[src/rtl/csg_pkg.sv]
package csg_pkg;

    // Width of the run-time counter; MIN_ON must not exceed 2**CNT_W.
    parameter int unsigned CNT_W = 8;

    typedef enum logic {
        GATE_STOPPABLE = 1'b0,
        GATE_FREE      = 1'b1
    } gate_mode_e;

    typedef struct packed {
        logic             run;
        logic [CNT_W-1:0] cnt;
    } run_state_t;

endpackage

[src/rtl/csg_sync.sv]
module csg_sync #(
    parameter int unsigned STAGES  = 2,
    parameter logic        RST_VAL = 1'b0
) (
    input  logic clk,
    input  logic rst_n,
    input  logic din,
    output logic dout
);
    logic [STAGES-1:0] chain_d;
    logic [STAGES-1:0] chain_q;

    always_comb begin
        chain_d = {chain_q[STAGES-2:0], din};
    end

    always_ff @(posedge clk or negedge rst_n) begin
        if (!rst_n) begin
            chain_q <= {STAGES{RST_VAL}};
        end else begin
            chain_q <= chain_d;
        end
    end

    assign dout = chain_q[STAGES-1];
endmodule

[src/rtl/csg_run_ctrl.sv]
module csg_run_ctrl
    import csg_pkg::*;
#(
    parameter int unsigned MIN_ON = 10
) (
    input  logic clk,
    input  logic rst_n,
    input  logic go_i,
    output logic run_o
);
    localparam logic [CNT_W-1:0] LAST = CNT_W'(MIN_ON - 1);

    run_state_t st_d;
    run_state_t st_q;

    always_comb begin
        st_d = st_q;
        if (st_q.run) begin
            if (st_q.cnt < LAST) begin
                st_d.cnt = st_q.cnt + 1'b1;
            end
            // keep running until the minimum window has elapsed
            st_d.run = go_i | (st_q.cnt < LAST);
        end else begin
            st_d.cnt = '0;
            st_d.run = go_i;
        end
    end

    always_ff @(posedge clk or negedge rst_n) begin
        if (!rst_n) begin
            st_q <= '0;
        end else begin
            st_q <= st_d;
        end
    end

    assign run_o = st_q.run;

    p_hold_min_on_r5: assert property (@(posedge clk) disable iff (!rst_n)
        (st_q.run && st_q.cnt < LAST) |=> st_q.run);

    p_cnt_limit_r5: assert property (@(posedge clk) disable iff (!rst_n)
        st_q.cnt <= LAST);

    p_stop_after_sync_r3: assert property (@(posedge clk) disable iff (!rst_n)
        (st_q.run && !go_i && st_q.cnt == LAST) |=> !st_q.run);

    p_start_on_go_r4: assert property (@(posedge clk) disable iff (!rst_n)
        (!st_q.run && go_i) |=> st_q.run);
endmodule

[src/rtl/csg_gate_cell.sv]
module csg_gate_cell
    import csg_pkg::*;
#(
    parameter gate_mode_e MODE = GATE_STOPPABLE
) (
    input  logic clk,
    input  logic rst_n,
    input  logic run_i,
    input  logic mask_i,
    output logic clk_o
);
    logic en_d;
    logic en_q;

    always_comb begin
        en_d = mask_i & ((MODE == GATE_FREE) | run_i);
    end

    // Enable moves only while the clock is low, so the AND cannot chop a pulse.
    always_ff @(negedge clk or negedge rst_n) begin
        if (!rst_n) begin
            en_q <= 1'b0;
        end else begin
            en_q <= en_d;
        end
    end

    assign clk_o = clk & en_q;

    p_mask_holds_low_r6: assert property (@(negedge clk) disable iff (!rst_n)
        !mask_i |=> !en_q);

    if (MODE == GATE_STOPPABLE) begin : g_stop_chk
        p_stop_holds_low_r3: assert property (@(negedge clk) disable iff (!rst_n)
            !run_i |=> !en_q);
    end
endmodule

[src/rtl/clk_stop_gate.sv]
module clk_stop_gate
    import csg_pkg::*;
#(
    parameter int unsigned N_OUT       = 4,
    parameter int unsigned FREE_IDX    = 0,
    parameter int unsigned SYNC_STAGES = 2,
    parameter int unsigned MIN_ON      = 10
) (
    input  logic             clk_src,
    input  logic             rst_n,
    input  logic             stop_req_n,
    input  logic [N_OUT-1:0] en_mask,
    output logic [N_OUT-1:0] clk_out
);
    logic go_sync;
    logic run;

    csg_sync #(
        .STAGES  (SYNC_STAGES),
        .RST_VAL (1'b0)
    ) u_sync (
        .clk   (clk_src),
        .rst_n (rst_n),
        .din   (stop_req_n),
        .dout  (go_sync)
    );

    csg_run_ctrl #(
        .MIN_ON (MIN_ON)
    ) u_ctrl (
        .clk   (clk_src),
        .rst_n (rst_n),
        .go_i  (go_sync),
        .run_o (run)
    );

    for (genvar g = 0; g < N_OUT; g++) begin : g_out
        csg_gate_cell #(
            .MODE ((g == FREE_IDX) ? GATE_FREE : GATE_STOPPABLE)
        ) u_cell (
            .clk    (clk_src),
            .rst_n  (rst_n),
            .run_i  (run),
            .mask_i (en_mask[g]),
            .clk_o  (clk_out[g])
        );
    end
endmodule

[config.mk]
export PLATFORM = sky130hd
export DESIGN_NAME = clk_stop_gate
export DESIGN_NICKNAME = d
export VERILOG_FILES = /design/src/rtl/csg_pkg.sv /design/src/rtl/csg_sync.sv /design/src/rtl/csg_run_ctrl.sv /design/src/rtl/csg_gate_cell.sv /design/src/rtl/clk_stop_gate.sv
export SDC_FILE = /design/constraint.sdc
export NUM_CORES = 1
export LEC_CHECK = 0
export ABC_AREA = 1
export BUFFER_PORTS_ARGS = -buffer_cell sky130_fd_sc_hd__buf_2
export CAP_MARGIN = 20
export CORE_MARGIN = 4
export CORE_UTILIZATION = 40
export DETAILED_ROUTE_END_ITERATION = 8
export GPL_ROUTABILITY_DRIVEN = 0
export PLACE_DENSITY = 0.59
export SYNTH_ARGS = -nofsm -noshare
export SYNTH_HDL_FRONTEND = slang
export SYNTH_HIERARCHICAL = 1
export SYNTH_SLANG_ARGS = --single-unit
[constraint.sdc]
create_clock -name clk_src -period 1.9 [get_ports clk_src]
set_clock_uncertainty 0.05 [all_clocks]
set_input_delay 0.285 -clock clk_src [delete_from_list [all_inputs] [get_ports clk_src]]
set_output_delay 0.285 -clock clk_src [all_outputs]
set_load 0.005 [all_outputs]
==> results of run 1 <==
[cells in the final DEF (no fill, tap or decap)]
master         count
inv_1             20
nand2_1           18
dfrtp_1           11
buf_2             10
clkbuf_4           7
nor2_1             6
nand3_1            5
dfrtn_1            4
nand4_1            3
dlygate4sd3_1      2
buf_4              2
nand2_2            2
ha_1               2
clkbuf_1           1
nor2_4             1
o21bai_1           1
[state kept, by name (all words and copies together) (netlist names)]
signal             cells
g_out.u_cell/en_q      4
u_ctrl/run_o           1
u_sync/chain_q         2
u_ctrl/st_q            8
[worst max-delay path, stage by stage (launching register included)]
cell and delay [ns]:
dfrtn_1 0.39, nand2_1 0.05, inv_1 0.04, buf_2 0.10
[cells by family after synthesis]
kind of cell | Yosys count
AO/OA/AOI/OAI | 1
adder cells (fa/ha/maj) | 2
buffers and inverters | 21
flip-flops | 15
AND/OR/NAND/NOR | 35
[cell type report]
cell class,count,area (um2),area share [%]
timing repair buffer,10,65.1,8.11
clock buffer,12,76.3,9.52
clock inverter,4,15.0,1.87
sequential,15,375,46.8
multi-input combinational,38,190,23.7
tap,16,20.0,2.50
inverter,16,60.1,7.49
[repair_timing]
action	4_1_cts	5_1_grt
hold buffers	2	0
setup endpoints to repair	8	8
hold endpoints to repair	12	0
[metrics by stage]
stage / cells / util, % / power [mW] / TNS (ns) / hold slack [ns]
2_1_floorplan: 74 / - / 0.653 / 0 / -0.0606
3_3_place_gp: 101 / 47.6 / 0.746 / 0 / 0.109
3_5_place_dp: 101 / 47.6 / 0.752 / 0 / 0.116
4_1_cts: 111 / 52.6 / 1.09 / -1.45 / 0.232
5_1_grt: 111 / 52.6 / 1.18 / -1.67 / 0.238
6_report: 111 / 52.6 / 1.06 / -1.39 / 0.231
[path summary, 6_finish.rpt]
path	start	end	cells after the start
setup / recovery	g_out[2].u_cell/en_q	clk_out[2]	3
hold / removal	rst_n	u_ctrl/st_q[0]	2
setup reg to reg	u_ctrl/run_o	g_out[1].u_cell/en_q	2
hold reg to reg	u_sync/chain_q[0]	u_sync/chain_q[1]	0
max in group asynchronous	rst_n	g_out[0].u_cell/en_q	2
min in group clk_src	u_sync/chain_q[0]	u_sync/chain_q[1]	0
[routing by layer]
metal	wire length [um]	vias up	GRT usage (%)
li1	-	260	-
met1	451	216	11.0
met2	482	17	15.9
met3	97	2	15.1
met4	12	0	8.60
met5	0	-	0
[power breakdown]
part	internal [mW]	total (mW)	switching (mW)
logic	0.0993	0.227	0.127
clock network	0.221	0.398	0.177
registers	0.385	0.436	0.0506
total	0.706	1.06	0.354
==> impl_metrics.json, run 1 <==
{
  "synthSimpleGateAreaFrac_pct": 24.4,
  "cts_tree": "yes",
  "cp.arrival_ns": 1.92,
  "first_pass_iters": 4,
  "synth_common_cells": "inv_1, nand2_1, dfrtp_1",
  "synthMuxAreaShare_pct": 0,
  "routedWlPerCell_um": 9.41,
  "worstPathRequired_ns": 1.56,
  "peakVddDrop_mv": 0.701,
  "clk_pin_slew_ns": 0.09,
  "ys_seq_area_share_pct": 58.1,
  "chipHeight_um": 48.2,
  "dieArea_mm2": 0.00232,
  "hp-class": "in2async",
  "path_max_fanout": 1,
  "nFillCells": 144,
  "clock_latency_ns": 0.38,
  "slew_headroom_pct": 84.5,
  "syn_area_per_cell_um2": 8.72,
  "async_flop_share_pct": 100,
  "cellLeakagePower_nw": 0.517,
  "post_cts_buffers": 0,
  "slew_viol_final": 0,
  "wl_um": 1050,
  "crit_type": "reg2out",
  "vias_per_cell": 4.46,
  "outcome": "finished, violations left",
  "synth.most_common_cell": "inv_1",
  "critPathLaunchType": "flop",
  "max_slew.worst_pin.slew_ns": 0.233,
  "synthFlopType": "dfrtp_1",
  "final_layout_size_suffix_gt1_share_pct": 23.2,
  "yosys_warnings": 6,
  "synthXorXnorAreaFrac_pct": 0,
  "final_area_um2": 802,
  "rsz0062_at_grt": "yes",
  "violations": "setup timing",
  "synth_top_area_share_pct": 42.6,
  "p_per_area_mw_per_mm2": 1320,
  "drtIter0Drc": 5,
  "io_buffers": 10,
  "hold_viol": 0,
  "grt_pass1_wl_um": 1730,
  "rrSetupSlack_ns": 0.25,
  "place_ws_ns": 0.0772,
  "num_antenna_cells": 0,
  "detail-route-antenna-nets": 0,
  "yosysUniqueCellTypes": 12,
  "grt_usage_pct": 12.6,
  "die_w_um": 48.2,
  "syn_nets": 83,
  "max_cap_viol_count": 0,
  "fin_nets": 105,
  "syn_area_um2": 646,
  "synth_top_area_cell": "dfrtp_1",
  "cts_resized": 0,
  "synthTopCellsByArea": "dfrtp_1, dfrtn_1, inv_1",
  "synth-edff-count": 0,
  "synth_top_family_by_area": "simple AND/OR/NAND/NOR gates",
  "vias": 495,
  "hpwl_um": 753,
  "core-area_mm2": 0.00152,
  "worst_slack_ns": -0.359,
  "grt_pass1_vias": 451,
  "setup_violations": 8,
  "worst_setup_path_end_kind": "output pin",
  "start_util_pct": 42.4,
  "rows": 14,
  "grt_max_degree": 12,
  "place_area_um2": 726,
  "synth-adder-area-share_pct": 3.88,
  "grt_overflow": 0,
  "ys_ff_latch": 15,
  "ioPinCount": 11,
  "synth_cells": 74,
  "antenna_found_initial": 0,
  "flow.area_growth_from_synthesis_pct": 24.2,
  "route.detailed.drc": 0,
  "synth_compound_area_share_pct": 1.16
}
(Power assumes the default switching activity.)
==> run 2: changes to the inputs <==
ABC_AREA = default   (was 1)
CORE_MARGIN = 2   (was 4)
==> impl_metrics.json, run 2 <==
{
  "largest_register": "u_ctrl/st_q",
  "worstPathRequired_ns": 1.56,
  "synth_top_area_cell": "dfrtp_1",
  "ys_seq_area_share_pct": 61.0,
  "hp-class": "in2async",
  "violations": "setup timing",
  "synth.most_common_cell": "dfrtp_1",
  "final_layout_size_suffix_gt1_share_pct": 35.3,
  "max_cap_viol_count": 0,
  "p_per_area_mw_per_mm2": 1400,
  "first_pass_iters": 4,
  "synth_common_cells": "dfrtp_1, and2_1, dfrtn_1, nand2_1",
  "grt_overflow": 0,
  "crit_type": "reg2out",
  "start_util_pct": 41.8,
  "synthTopCellsByArea": "dfrtp_1, dfrtn_1, and2_1",
  "largest_reg_flops": 8,
  "syn_area_per_cell_um2": 13.1,
  "async_flop_share_pct": 100,
  "grt_pass1_wl_um": 1840,
  "syn_nets": 56,
  "detail-route-antenna-nets": 0,
  "nFillCells": 132,
  "clock_power_share_pct": 37.9,
  "dieArea_mm2": 0.00187,
  "wl_um": 1050,
  "dpl.cell_count": 74,
  "p_comb_share_pct": 21.9,
  "path_max_fanout": 1,
  "sw_frac_of_total_pct": 30.4,
  "ys_ff_latch": 15,
  "synth_top_area_share_pct": 44.7,
  "peakVddDrop_mv": 0.554,
  "p_int_mw": 0.760,
  "vias_per_cell": 4.79,
  "fin_nets": 78,
  "core-area_mm2": 0.00147,
  "route.detailed.drc": 0,
  "worst_setup_path_end_kind": "output pin",
  "grt_pass1_vias": 483,
  "io_buffers": 10,
  "p_seq_share_pct": 40.2,
  "cellLeakagePower_nw": 0.412,
  "power_switching_mw": 0.332,
  "num_antenna_cells": 0,
  "final_cell_mix": "dfrtp_1, and2_1, buf_2",
  "antenna_found_initial": 0,
  "grt_max_degree": 12,
  "critPathLaunchType": "flop",
  "vias": 402,
  "outcome": "finished, violations left",
  "synth-edff-count": 0,
  "rows": 14,
  "yosysUniqueCellTypes": 18,
  "max_slew.worst_pin.slew_ns": 0.300,
  "clk_pin_slew_ns": 0.08,
  "yosys_warnings": 6,
  "hpwl_um": 666,
  "grt_usage_pct": 15.8,
  "final_common_cell": "dfrtp_1",
  "setup_violations": 8,
  "cp.arrival_ns": 1.94,
  "fin_cells": 84,
  "cts_tree": "yes",
  "synth_cells": 47,
  "ioPinCount": 11,
  "flow.area_growth_from_synthesis_pct": 27.0,
  "drtIter0Drc": 11,
  "synthFlopType": "dfrtp_1",
  "syn_area_um2": 616,
  "die_w_um": 43.2,
  "reg_top3": "u_ctrl/st_q (8), g_out.u_cell/en_q (4), u_sync/chain_q (2)",
  "chipHeight_um": 43.2,
  "clock_latency_ns": 0.38,
  "slew_viol_final": 0,
  "rsz0062_at_grt": "yes",
  "hold_viol": 0,
  "routedWlPerCell_um": 12.5,
  "slew_headroom_pct": 79.9,
  "worst_slack_ns": -0.379,
  "setup_tns_ns": -1.47
}
==> run 2: changes by cell type after synthesis, sizes merged, moves of 2 or more <==
| cell | change |
|---|---|
| inv | -18 |
| nor2 | -7 |
| mux2i | +2 |
| nand2b | +2 |
| nand3 | -5 |
| and2 | +11 |
| nand4 | -3 |
| nand2 | -16 |
==> run 2: final timing paths <==
path	startpoint	end	slack (ns)	cells past startpoint
worst min-delay path	rst_n	u_ctrl/st_q[5]	0.23	2
min in group clk_src	u_sync/chain_q[0]	u_sync/chain_q[1]	0.32	0
worst min register to register	u_sync/chain_q[0]	u_sync/chain_q[1]	0.32	0
worst max-delay path	g_out[3].u_cell/en_q	clk_out[3]	-0.38	2
worst max register to register	u_ctrl/run_o	g_out[1].u_cell/en_q	0.21	1
max in group asynchronous	rst_n	g_out[0].u_cell/en_q	0.54	2
==> run 2: logic make-up (layout without fill, tap and decap cells) <==
group           count (synthesis)  in the layout  synth area share (%)
compound gates                  4              4                  7.12
fa+ha+maj                       2              2                  4.06
buf+inv                         3             24                  1.83
flops                          15             15                  61.0
mux                             2              2                  3.25
simple gates                   21             21                  22.8
==> run 2: timing repair <==
| item | in CTS | in global routing |
|---|---|---|
| gates resized for setup | 0 | 2 |
| buffers inserted | 0 | 0 |
| hold buffers | 2 | 0 |
| endpoints found under the hold margin | 12 | 0 |
| endpoints found under the setup margin | 8 | 8 |
==> run 2: layout make-up <==
| cell class | count | area (um2) | area share, % |
|---|---|---|---|
| flip-flops and latches | 15 | 375 | 48.0 |
| multi-input cells | 29 | 231 | 29.6 |
| clock buffers | 12 | 82.6 | 10.6 |
| repair buffers | 10 | 65.1 | 8.32 |
| well taps | 16 | 20.0 | 2.56 |
| inverters | 2 | 7.51 | 0.960 |
==> run 2: critical path: stages, from the launching register on <==
cell and delay [ns]:
dfrtn_1 0.39, and2_4 0.13, buf_6 0.08
==> run 2: layer usage <==
metal  vias up  track usage, %  wire [um]
li1        194               -          -
met1       193            13.7        456
met2        15            20.0        530
met3         0            11.9         63
met4         0            20.6          0
met5         -               0          0
==> run 2: per-stage QoR <==
step | worst slack (ns) | hold WS, ns | util (%) | total power, mW | area [um2]
6_report | -0.379 | 0.229 | 53.1 | 1.09 | 782
4_1_cts | -0.386 | 0.219 | 52.6 | 1.09 | 773
3_3_place_gp | 0.0651 | 0.0901 | 47.4 | 0.750 | 697
2_1_floorplan | 0.140 | -0.0606 | - | 0.658 | 616
3_5_place_dp | 0.0612 | 0.0933 | 47.4 | 0.758 | 697
5_1_grt | -0.428 | 0.231 | 53.1 | 1.20 | 782
==> run 2: power groups by stage <==
| stage | combinational [mW] | sequential [mW] | clock [mW] |
|---|---|---|---|
| after floorplan | 0.185 | 0.432 | 0.0411 |
| after global placement | 0.231 | 0.443 | 0.0765 |
| after detailed placement | 0.236 | 0.445 | 0.0765 |
| after CTS | 0.242 | 0.439 | 0.407 |
| after global routing | 0.276 | 0.453 | 0.469 |
| final | 0.239 | 0.439 | 0.414 |
==> run 3: changes to the inputs <==
RECOVER_POWER = 100   (was default)
==> impl_metrics.json, run 3 (synthesized netlist as in run 2, its figures left out) <==
{
  "setup_tns_ns": -1.47,
  "num_antenna_cells": 0,
  "rrSetupSlack_ns": 0.16,
  "clock_latency_ns": 0.38,
  "hold_viol": 0,
  "worst_slack_ns": -0.379,
  "io_buffers": 10,
  "worstPathRequired_ns": 1.56,
  "slew_headroom_pct": 59.3,
  "slew_viol_final": 0,
  "detail-route-antenna-nets": 0,
  "grt_usage_pct": 15.8,
  "post_cts_buffers": 0,
  "setup_violations": 8,
  "drtIter0Drc": 11,
  "rows": 14,
  "rsz0062_at_grt": "yes",
  "final_util_pct": 50.8,
  "grt_overflow": 0,
  "core-area_mm2": 0.00147,
  "ioPinCount": 11,
  "cp.arrival_ns": 1.94,
  "vias_per_cell": 4.81,
  "antenna_found_initial": 0,
  "grt_pass1_wl_um": 1840,
  "p_total_mw": 1.07,
  "hp-class": "in2async",
  "cellLeakagePower_nw": 0.381,
  "max_slew.worst_pin.slew_ns": 0.606,
  "peakVddDrop_mv": 0.540,
  "start_util_pct": 41.8,
  "first_pass_iters": 4,
  "crit_type": "reg2out",
  "outcome": "finished, violations left",
  "critPathLaunchType": "flop",
  "wl_um": 1050,
  "path_max_fanout": 1,
  "final_cell_mix": "dfrtp_1, buf_2, clkbuf_4",
  "flow.area_growth_from_synthesis_pct": 21.3,
  "cts_tree": "yes",
  "largest_register": "u_ctrl/st_q",
  "grt_pass1_vias": 483,
  "clk_pin_slew_ns": 0.08,
  "grt_max_degree": 12,
  "r2r-end": "u_ctrl/st_q[0]",
  "nFillCells": 139,
  "max_cap_viol_count": 0,
  "p_per_area_mw_per_mm2": 1430,
  "final_common_cell": "dfrtp_1",
  "violations": "setup timing",
  "fin_nets": 78,
  "crit-reg2reg-launch": "u_ctrl/st_q[4]",
  "route.detailed.drc": 0,
  "die_w_um": 43.2,
  "worst_setup_path_end_kind": "output pin",
  "hpwl_um": 666,
  "vias": 404,
  "reg2regPathDepth": 3,
  "place_ws_ns": 0.0612,
  "dieArea_mm2": 0.00187,
  "reg_top3": "u_ctrl/st_q (8), g_out.u_cell/en_q (4), u_sync/chain_q (2)",
  "final_layout_size_suffix_gt1_share_pct": 27.9,
  "routedWlPerCell_um": 12.5,
  "largest_reg_flops": 8,
  "chipHeight_um": 43.2
}
[run 3: final cells by class]
type                       count  area (um2)  share of cell area, %
clock buffer                  12        82.6                   11.1
inverter                       2        7.51                   1.01
multi-input combinational     29         205                   27.5
sequential                    15         375                   50.3
tap                           16        20.0                   2.68
timing repair buffer          10        56.3                   7.54
[run 3: what timing repair did]
action / 4_1_cts / 5_1_grt
hold buffers: 2 / 0
hold endpoints to repair: 12 / 0
gates resized for setup: 0 / 2
setup endpoints to repair: 8 / 8
[run 3: worst max-delay path, cell delays in order, from the launching register on]
cell     delay (ns)
dfrtn_1        0.39
and2_4         0.13
buf_6          0.08
[run 3: where the power goes]
group	total [mW]	switching [mW]	internal, mW
registers	0.435	0.0496	0.385
logic	0.219	0.106	0.112
clock network	0.414	0.166	0.248
[run 3: how the worst max path moves through the flow]
stage / from / to / slack, ns
after CTS: g_out[2].u_cell/en_q / clk_out[2] / -0.39
final: g_out[3].u_cell/en_q / clk_out[3] / -0.38
after global placement: g_out[1].u_cell/en_q / clk_out[1] / 0.07
after floorplan: g_out[0].u_cell/en_q / clk_out[0] / 0.14
after detailed placement: g_out[3].u_cell/en_q / clk_out[3] / 0.06
after global routing: g_out[2].u_cell/en_q / clk_out[2] / -0.43
[run 3: layer usage]
metal / up-vias / track usage, % / share of wire (%)
li1: 194 / - / -
met1: 197 / 13.7 / 45
met2: 13 / 20.0 / 50
met3: 0 / 11.9 / 5.3
met4: 0 / 20.6 / 0
met5: - / 0 / 0
[run 3: through the flow]
stage,std cells,hold WS (ns),instance area (um2)
after floorplan,47,-0.0606,616
after global placement,74,0.0901,697
after detailed placement,74,0.0933,697
after CTS,84,0.219,773
after global routing,84,0.332,747
final,84,0.317,747
